**src/rtl/hs_pkg.sv**
```systemverilog
package hs_pkg;

    localparam int HS_ADDR_W = 4;
    localparam int HS_DATA_W = 8;
    localparam int HS_DEPTH  = 1 << HS_ADDR_W;

    typedef logic [HS_ADDR_W-1:0] hs_addr_t;
    typedef logic [HS_DATA_W-1:0] hs_data_t;

    // Command word held by the initiator for the whole transaction
    typedef struct packed {
        logic     write;
        hs_addr_t addr;
        hs_data_t wdata;
    } hs_cmd_t;

    typedef enum logic [1:0] {
        INI_IDLE,
        INI_SETTLE,
        INI_REQ,
        INI_RELEASE
    } ini_state_t;

    typedef enum logic {
        RSP_WAIT,
        RSP_HOLD
    } rsp_state_t;

    // Legal one-cycle step of the (req, ack) pair: hold or advance 00->10->11->01->00
    function automatic logic hs_step_ok(input logic pr, input logic pa,
                                        input logic cr, input logic ca);
        logic [1:0] p;
        logic [1:0] c;
        p = {pr, pa};
        c = {cr, ca};
        if (p == c) return 1'b1;
        case (p)
            2'b00:   return c == 2'b10;
            2'b10:   return c == 2'b11;
            2'b11:   return c == 2'b01;
            2'b01:   return c == 2'b00;
            default: return 1'b0;
        endcase
    endfunction

endpackage

```
**src/rtl/hs_sync.sv**
```systemverilog
module hs_sync #(
    parameter int STAGES = 2
) (
    input  logic clk,
    input  logic rst,
    input  logic d,
    output logic q
);
    logic [STAGES-1:0] chain;

    generate
        for (genvar i = 0; i < STAGES; i++) begin : g_stage
            if (i == 0) begin : g_first
                always_ff @(posedge clk) begin
                    if (rst) chain[0] <= 1'b0;
                    else     chain[0] <= d;
                end
            end else begin : g_next
                always_ff @(posedge clk) begin
                    if (rst) chain[i] <= 1'b0;
                    else     chain[i] <= chain[i-1];
                end
            end
        end
    endgenerate

    assign q = chain[STAGES-1];
endmodule

```
**src/rtl/hs_initiator.sv**
```systemverilog
module hs_initiator
    import hs_pkg::*;
#(
    parameter int SETTLE_CYC  = 2,
    parameter int SYNC_STAGES = 2
) (
    input  logic     clk,
    input  logic     rst,
    input  logic     cmd_valid,
    input  hs_cmd_t  cmd_in,
    output logic     cmd_ready,
    output logic     rsp_valid,
    output hs_data_t rsp_rdata,
    output logic     req,
    input  logic     ack_line,
    output hs_cmd_t  bus_cmd,
    input  hs_data_t bus_rdata
);
    localparam int CNT_W = $clog2(SETTLE_CYC + 1);
    localparam logic [CNT_W-1:0] CNT_LAST = CNT_W'(SETTLE_CYC - 1);

    ini_state_t       state;
    logic [CNT_W-1:0] settle_cnt;
    hs_cmd_t          cmd_q;
    hs_data_t         rdata_q;
    logic             ack_seen;

    hs_sync #(.STAGES(SYNC_STAGES)) u_ack_sync (
        .clk (clk),
        .rst (rst),
        .d   (ack_line),
        .q   (ack_seen)
    );

    always_ff @(posedge clk) begin
        if (rst) begin
            state      <= INI_IDLE;
            settle_cnt <= '0;
            cmd_q      <= '0;
            rdata_q    <= '0;
            req        <= 1'b0;
            rsp_valid  <= 1'b0;
        end else begin
            rsp_valid <= 1'b0;
            case (state)
                INI_IDLE: begin
                    if (cmd_valid) begin
                        cmd_q      <= cmd_in;
                        settle_cnt <= '0;
                        state      <= INI_SETTLE;
                    end
                end
                INI_SETTLE: begin
                    if (settle_cnt == CNT_LAST) begin
                        req   <= 1'b1;
                        state <= INI_REQ;
                    end else begin
                        settle_cnt <= settle_cnt + 1'b1;
                    end
                end
                INI_REQ: begin
                    if (ack_seen) begin
                        if (!cmd_q.write) rdata_q <= bus_rdata;
                        req   <= 1'b0;
                        state <= INI_RELEASE;
                    end
                end
                INI_RELEASE: begin
                    if (!ack_seen) begin
                        rsp_valid <= 1'b1;
                        state     <= INI_IDLE;
                    end
                end
                default: state <= INI_IDLE;
            endcase
        end
    end

    assign cmd_ready = (state == INI_IDLE);
    assign bus_cmd   = cmd_q;
    assign rsp_rdata = rdata_q;

    AST_REQ_DROP_AFTER_ACK: assert property (@(posedge clk) disable iff (rst)
        $fell(req) |-> $past(ack_seen)) else $error("req fell without ack seen");

    AST_RSP_PULSE: assert property (@(posedge clk) disable iff (rst)
        rsp_valid |=> !rsp_valid) else $error("rsp_valid longer than one cycle");

    AST_BUSY_NO_READY: assert property (@(posedge clk) disable iff (rst)
        req |-> !cmd_ready) else $error("ready while request high");
endmodule

```
**src/rtl/hs_responder.sv**
```systemverilog
module hs_responder
    import hs_pkg::*;
#(
    parameter int SYNC_STAGES = 2
) (
    input  logic     clk,
    input  logic     rst,
    input  logic     req_line,
    input  hs_cmd_t  bus_cmd,
    output logic     ack,
    output hs_data_t bus_rdata
);
    rsp_state_t state;
    hs_data_t   store [HS_DEPTH];
    hs_data_t   rdata_q;
    logic       req_seen;

    hs_sync #(.STAGES(SYNC_STAGES)) u_req_sync (
        .clk (clk),
        .rst (rst),
        .d   (req_line),
        .q   (req_seen)
    );

    always_ff @(posedge clk) begin
        if (rst) begin
            state   <= RSP_WAIT;
            ack     <= 1'b0;
            rdata_q <= '0;
            for (int i = 0; i < HS_DEPTH; i++) store[i] <= '0;
        end else begin
            case (state)
                RSP_WAIT: begin
                    if (req_seen) begin
                        if (bus_cmd.write) store[bus_cmd.addr] <= bus_cmd.wdata;
                        else               rdata_q <= store[bus_cmd.addr];
                        ack   <= 1'b1;
                        state <= RSP_HOLD;
                    end
                end
                RSP_HOLD: begin
                    if (!req_seen) begin
                        ack   <= 1'b0;
                        state <= RSP_WAIT;
                    end
                end
                default: state <= RSP_WAIT;
            endcase
        end
    end

    assign bus_rdata = rdata_q;

    AST_ACK_RISE_ON_REQ: assert property (@(posedge clk) disable iff (rst)
        $rose(ack) |-> $past(req_line)) else $error("ack rose without request");

    AST_ACK_FALL_AFTER_REQ: assert property (@(posedge clk) disable iff (rst)
        $fell(ack) |-> !$past(req_line)) else $error("ack fell while request high");

    AST_RDATA_HELD: assert property (@(posedge clk) disable iff (rst)
        (ack && $past(ack)) |-> $stable(bus_rdata)) else $error("read word moved under ack");
endmodule

```
**src/rtl/hs_link.sv**
```systemverilog
module hs_link
    import hs_pkg::*;
#(
    parameter int SETTLE_CYC  = 2,
    parameter int SYNC_STAGES = 2
) (
    input  logic                 clk,
    input  logic                 rst,
    input  logic                 cmd_valid,
    input  logic                 cmd_write,
    input  logic [HS_ADDR_W-1:0] cmd_addr,
    input  logic [HS_DATA_W-1:0] cmd_wdata,
    output logic                 cmd_ready,
    output logic                 rsp_valid,
    output logic [HS_DATA_W-1:0] rsp_rdata,
    output logic                 bus_req,
    output logic                 bus_ack,
    output logic [HS_ADDR_W-1:0] bus_addr,
    output logic                 bus_write
);
    hs_cmd_t  cmd_in;
    hs_cmd_t  bus_cmd;
    hs_data_t bus_rdata;

    assign cmd_in = '{write: cmd_write, addr: cmd_addr, wdata: cmd_wdata};

    hs_initiator #(.SETTLE_CYC(SETTLE_CYC), .SYNC_STAGES(SYNC_STAGES)) u_ini (
        .clk       (clk),
        .rst       (rst),
        .cmd_valid (cmd_valid),
        .cmd_in    (cmd_in),
        .cmd_ready (cmd_ready),
        .rsp_valid (rsp_valid),
        .rsp_rdata (rsp_rdata),
        .req       (bus_req),
        .ack_line  (bus_ack),
        .bus_cmd   (bus_cmd),
        .bus_rdata (bus_rdata)
    );

    hs_responder #(.SYNC_STAGES(SYNC_STAGES)) u_rsp (
        .clk       (clk),
        .rst       (rst),
        .req_line  (bus_req),
        .bus_cmd   (bus_cmd),
        .ack       (bus_ack),
        .bus_rdata (bus_rdata)
    );

    assign bus_addr  = bus_cmd.addr;
    assign bus_write = bus_cmd.write;

    AST_HS_ORDER: assert property (@(posedge clk) disable iff (rst)
        1'b1 |-> hs_step_ok($past(bus_req), $past(bus_ack), bus_req, bus_ack))
        else $error("illegal req/ack step");

    AST_BUS_HELD: assert property (@(posedge clk) disable iff (rst)
        ($past(bus_req) || $past(bus_ack)) |-> ($stable(bus_addr) && $stable(bus_write)))
        else $error("address moved during handshake");
endmodule

```
**config.mk**
```make
export PLATFORM = sky130hd
export DESIGN_NAME = hs_link
export DESIGN_NICKNAME = d
export VERILOG_FILES = /design/src/rtl/hs_pkg.sv /design/src/rtl/hs_sync.sv /design/src/rtl/hs_initiator.sv /design/src/rtl/hs_responder.sv /design/src/rtl/hs_link.sv
export SDC_FILE = /design/constraint.sdc
export NUM_CORES = 1
export LEC_CHECK = 0
export BUFFER_PORTS_ARGS = -buffer_cell sky130_fd_sc_hd__buf_4
export CORE_MARGIN = 1.5
export CORE_UTILIZATION = 40
export DETAILED_ROUTE_END_ITERATION = 10
export PLACE_DENSITY = 0.63
export RECOVER_POWER = 50
export SETUP_SLACK_MARGIN = 0.02
export SLEW_MARGIN = 20
export SYNTH_ARGS = -nofsm -noshare
export SYNTH_HDL_FRONTEND = slang
export SYNTH_SLANG_ARGS = --single-unit
```
**constraint.sdc**
```tcl
create_clock -name clk -period 4.2 [get_ports clk]
set_input_delay 0.63 -clock clk [delete_from_list [all_inputs] [get_ports clk]]
set_output_delay 0.63 -clock clk [all_outputs]
set_load 0.01 [all_outputs]
```
# [Yosys cells after proc, flatten, opt, wreduce, memory -nomap -nowiden]
# Memories as Yosys holds them, arrays and structs flattened. A register that Yosys moved wholly into a read port is not among the register bits.
# Index checks and enable logic that the tools add are counted.
[word_totals] regBits=33 word_cells=68 memories=1 mem_bits_rw=128 output_inout_bits=17
[memory_table] memory="u_rsp.store" depth=16 width=8 read_ports=1 rd_ports_with_merged_regs=1 wr=16 line_no="hs_responder.sv:14" source="hs_data_t store [HS_DEPTH];"
[classes] n_mux=26 n_bitwise=3 eq_ne=11 add_sub_neg=1 reduce_logical=12
[ops] op="2-to-1 mux 1 bit" n=14
[ops] op="2-to-1 mux 2 bit" n=6
[ops] op="inequality test 2 bit, second input constant" n=6
[ops] op="AND reduction 3 bit" n=4
[ops] op="2-to-1 mux 8 bit" n=1
[ops] op="one-hot mux 2 bit (4 select lines)" n=1
[ops] op="OR reduction 8 bit" n=1
[ops] op="equality test 2 x 1 -> 1 bit, second input constant" n=2
[ops] op="equality test 2 bit, second input constant" n=2
[ops] op="2-to-1 mux 4 bit" n=1
[ops] op="one-hot mux 1 bit (2 select lines)" n=2
[ops] op="one-hot mux 2 bit (2 select lines)" n=1
[ops] op="AND reduction 2 bit" n=2
[ops] op="AND reduction 4 bit" n=1
[ops] op="nonzero test 2 bit" n=2
[ops] op="inverter 1 bit" n=3
[ops] op="adder 2 x 1 -> 2 bit, second input constant" n=1
[ops] op="zero test 2 bit" n=1
[ops] op="inequality test 2 x 1 -> 1 bit, second input constant" n=1
[ops] op="OR reduction 2 bit" n=1

# [Logic depth before layout (Yosys ltp)]
[depth] word_depth=7 depth_mapped=7

# [By module]
# From an unflattened synthesis, not the netlist that was laid out.
[unflattened] cells_unflattened=609 hier_area_um2=7679.9
[by_module_without_submodules] mod="hs_responder" seq_area_each_um2=4043.9 cells_each=475 area_each_um2=6431.2 instances=1
[by_module_without_submodules] mod="hs_initiator" seq_area_each_um2=540.5 cells_each=126 area_each_um2=1143.6 instances=1
[by_module_without_submodules] mod="hs_sync" seq_area_each_um2=40.0 cells_each=4 area_each_um2=52.6 instances=2

# [Worst setup path before layout]
# OpenSTA, ideal clock, no wires.
[synth_timing] path_type="input port to flip-flop" from="input port rst" to="memory u_rsp.store[2][0] in the netlist's numbering (enable)" setup_slack_ns=2.263 path_stages=4 t_arrival_ns=1.628 path_cell_list="and4bb_2 > nand2_1 > nor3_1 > or2_2"
[synth_rtl] item="start, declared" line_no="hs_link.sv:8" source="input logic rst,"
[synth_rtl] item="end, declared" line_no="hs_responder.sv:14"

==> reports/results.ini <==
[status]
failed_checks=max-capacitance violations, max-slew violations
status=finished, violations left

[critical_path]
path_max_fanout=29
slowest_stage=dfxtp_1
worst_ep_arrival_time_ps=3350
path_class=register to register
startpoint_type=register
cpPeakStageDelay_ps=1380
path_cells=and4bb_2 > nand2_1 > nor3_1 > or2_2
cp-end-kind=register
required_ps=4330

[cts]
postCtsHoldBufs=0
clock_path_buffers=2
ctsResizeCount=0
clkSinkCount=169
cts_tree=done
ctsHtreeMaxLevel=4
clk_latency_ps=440
cts_made_buffers=17
cts_setup_buffers=0
cts_root_buf=clkbuf_16
cts.clk_slew.worst_paths_ps=60

[power]
power_frac_comb=0.112
p_int_w=0.00291
p_clk_frac=0.373
power_density_nw_per_um2=475
netSwitchingPower_w=0.00105
seqPwrFrac=0.515
ir_worst_vdd_mv=0.246
switching_share=0.265
p_leak_nw=2.93

[sta]
slew_violations=30
finalHoldViolations=0
setup_tns_ps=0
period_share=0.767
worst_slack_ps=978
clock.fmax_mhz=310
slew_headroom=-0.0626
skew_ps=9.78
setup_violations=0
period_needed_ps=3220
tightest_slew_ps=1590
rsz0062_at_grt=false

[placed_design]
gp_congestion=0.864
io_buffers=32
hpwl_um=11500
placed_cell_area_um2=7880
place_ws_ps=1480

[cells_and_area]
drive_above_1_share=0.138
nFillCells=1612
fin_nets=604
syn2layout_area_growth_pct=10.8
multi_input_area_um2=2610
seqCellArea_um2=4660
design_area_um2=8340
n_antenna_cell=0
final_core_util=0.458

[floorplan]
coreArea_um2=18200
die_y_um=140
dieWidth_um=140
die_area_um2=19700
io_pins=33
start_util=0.413
core.rowCount=49

[global_routing]
globalRouteOverflowTotal=0
grt_use_total=0.178
grt_pass1_wl_um=25200
antenna_found_initial=0
grt_pass1_vias=4296
grt_max_degree=60

[routing]
routed_wl_um=17000
wl_met3_um=805
drtAntennaViolNets=0
met1_length_um=7230
highest_layer=met4
met2WireLength_um=8720
drc_errors=0
first_pass_iters=5
via_count=4406
wl_per_cell_um=20.6
vias_per_cell=5.34
dr.first_iter.drc_count=461

[yosys]
synth_top_area_share=0.511
synth_area_um2=7530
synth_nets=586
synth.ff_latch_count=169
yosys-top-cells-area=edfxtp_1 51%, dfxtp_1 11%, and2_1 11%
ys_seq_area_frac=0.620
synth_area_per_cell_um2=13.3
synth_top_cell_by_area=edfxtp_1
ys_warn_count=0
syn_inst=565
ys_types=37

[worst_hold_path]
hp-class=input port to register

[run]
max_cap_violations=1

==> worst paths after layout <==
check,slack (ps),startpoint,cells past startpoint,end
min reg2reg,450,u_rsp.u_req_sync.chain[0],1,u_rsp.u_req_sync.q
min,450,cmd_wdata[5],3,u_ini.bus_cmd[5]
max,980,u_ini.bus_cmd[9],4,u_rsp.store[2][7]
max reg2reg,980,u_ini.bus_cmd[9],4,u_rsp.store[2][7]
==> registers in the layout, indices dropped and copies added, names as in the netlist <==
register and cells:
u_ini.u_ack_sync.chain 1, u_rsp.ack 1, u_rsp.store 128, u_rsp.u_req_sync.q 1, u_ini.req 1, u_ini.u_ack_sync.q 1
u_ini.bus_cmd 13, u_ini.settle_cnt 2, u_ini.state 2, u_rsp.u_req_sync.chain 1, u_rsp.state 1, u_ini.rsp_valid 1
u_rsp.bus_rdata 8, u_ini.rsp_rdata 8
==> layout make-up <==
cell class	instances	share of cell area
multi-input combinational	356	0.314
sequential	169	0.560
tap	229	0.0344
timing repair buffer	34	0.0234
clock buffer	21	0.0552
clock inverter	11	0.0117
inverter	5	0.00225
==> worst max-delay path: cells and delay by family (launching register included) <==
family / cells / cell delay [ps]
DFF: 1 / 1380
and+or+nand+nor: 4 / 1500
==> cell usage in the layout (no fill, tap or decap), drive strengths merged, types with 9 or more instances in the layout <==
cell	n
dfxtp	41
mux4	24
nand2	35
edfxtp	128
a211oi	16
buf	18
mux2i	26
or2	18
nor2	34
clkbuf	37
a21oi	18
o22ai	9
and2	131
==> cells in the mapped netlist <==
master / n
o22ai_1: 9
o21ai_0: 3
mux4_2: 18
nor2_1: 31
nand2_1: 35
o21bai_1: 1
ha_1: 5
a21oi_1: 18
buf_1: 4
mux4_1: 6
mux2i_1: 26
buf_4: 4
buf_2: 6
nand3_1: 2
nand2b_1: 5
or3b_1: 1
nor3_1: 2
nor3_2: 3
nor4b_4: 1
nor2b_1: 8
dfxtp_1: 41
clkbuf_1: 15
o211ai_1: 1
inv_1: 5
and2_1: 131
edfxtp_1: 128
clkbuf_2: 1
a22oi_1: 8
and4bb_2: 1
nor2_2: 3
nor3b_1: 1
or2_2: 18
a211oi_1: 16
buf_6: 5
nand3b_1: 1
a221oi_1: 1
nand3_2: 1
==> routing by layer <==
metal	vias to the layer above	GRT usage
li1	2063	-
met1	2202	0.218
met2	119	0.309
met3	22	0.0393
met4	0	0.0637
met5	-	0
==> metrics by stage <==
step / instances / power [W] / hold WS, ps
after global placement: 793 / 0.00252 / 432
final: 825 / 0.00396 / 445
after floorplan: 565 / 0.00235 / 414
after global routing: 825 / 0.00410 / 440
after CTS: 825 / 0.00399 / 434
after detailed placement: 793 / 0.00254 / 434
==> kinds of logic after synthesis <==
group	synth area share
buffers and inverters	0.0281
AOI/OAI and AO/OA	0.0485
DFF	0.620
adders and majority gates	0.00831
muxes	0.109
and+or+nand+nor	0.186
==> power groups by stage <==
stage	sequential, W	clock, W	combinational, W
floorplan	0.00195	0	0.000408
global placement	0.00208	0	0.000439
detailed placement	0.00208	0	0.000454
CTS	0.00205	0.00149	0.000456
global route	0.00205	0.00157	0.000484
finish	0.00204	0.00148	0.000442
No activity file was read; power rests on OpenSTA's default activity.
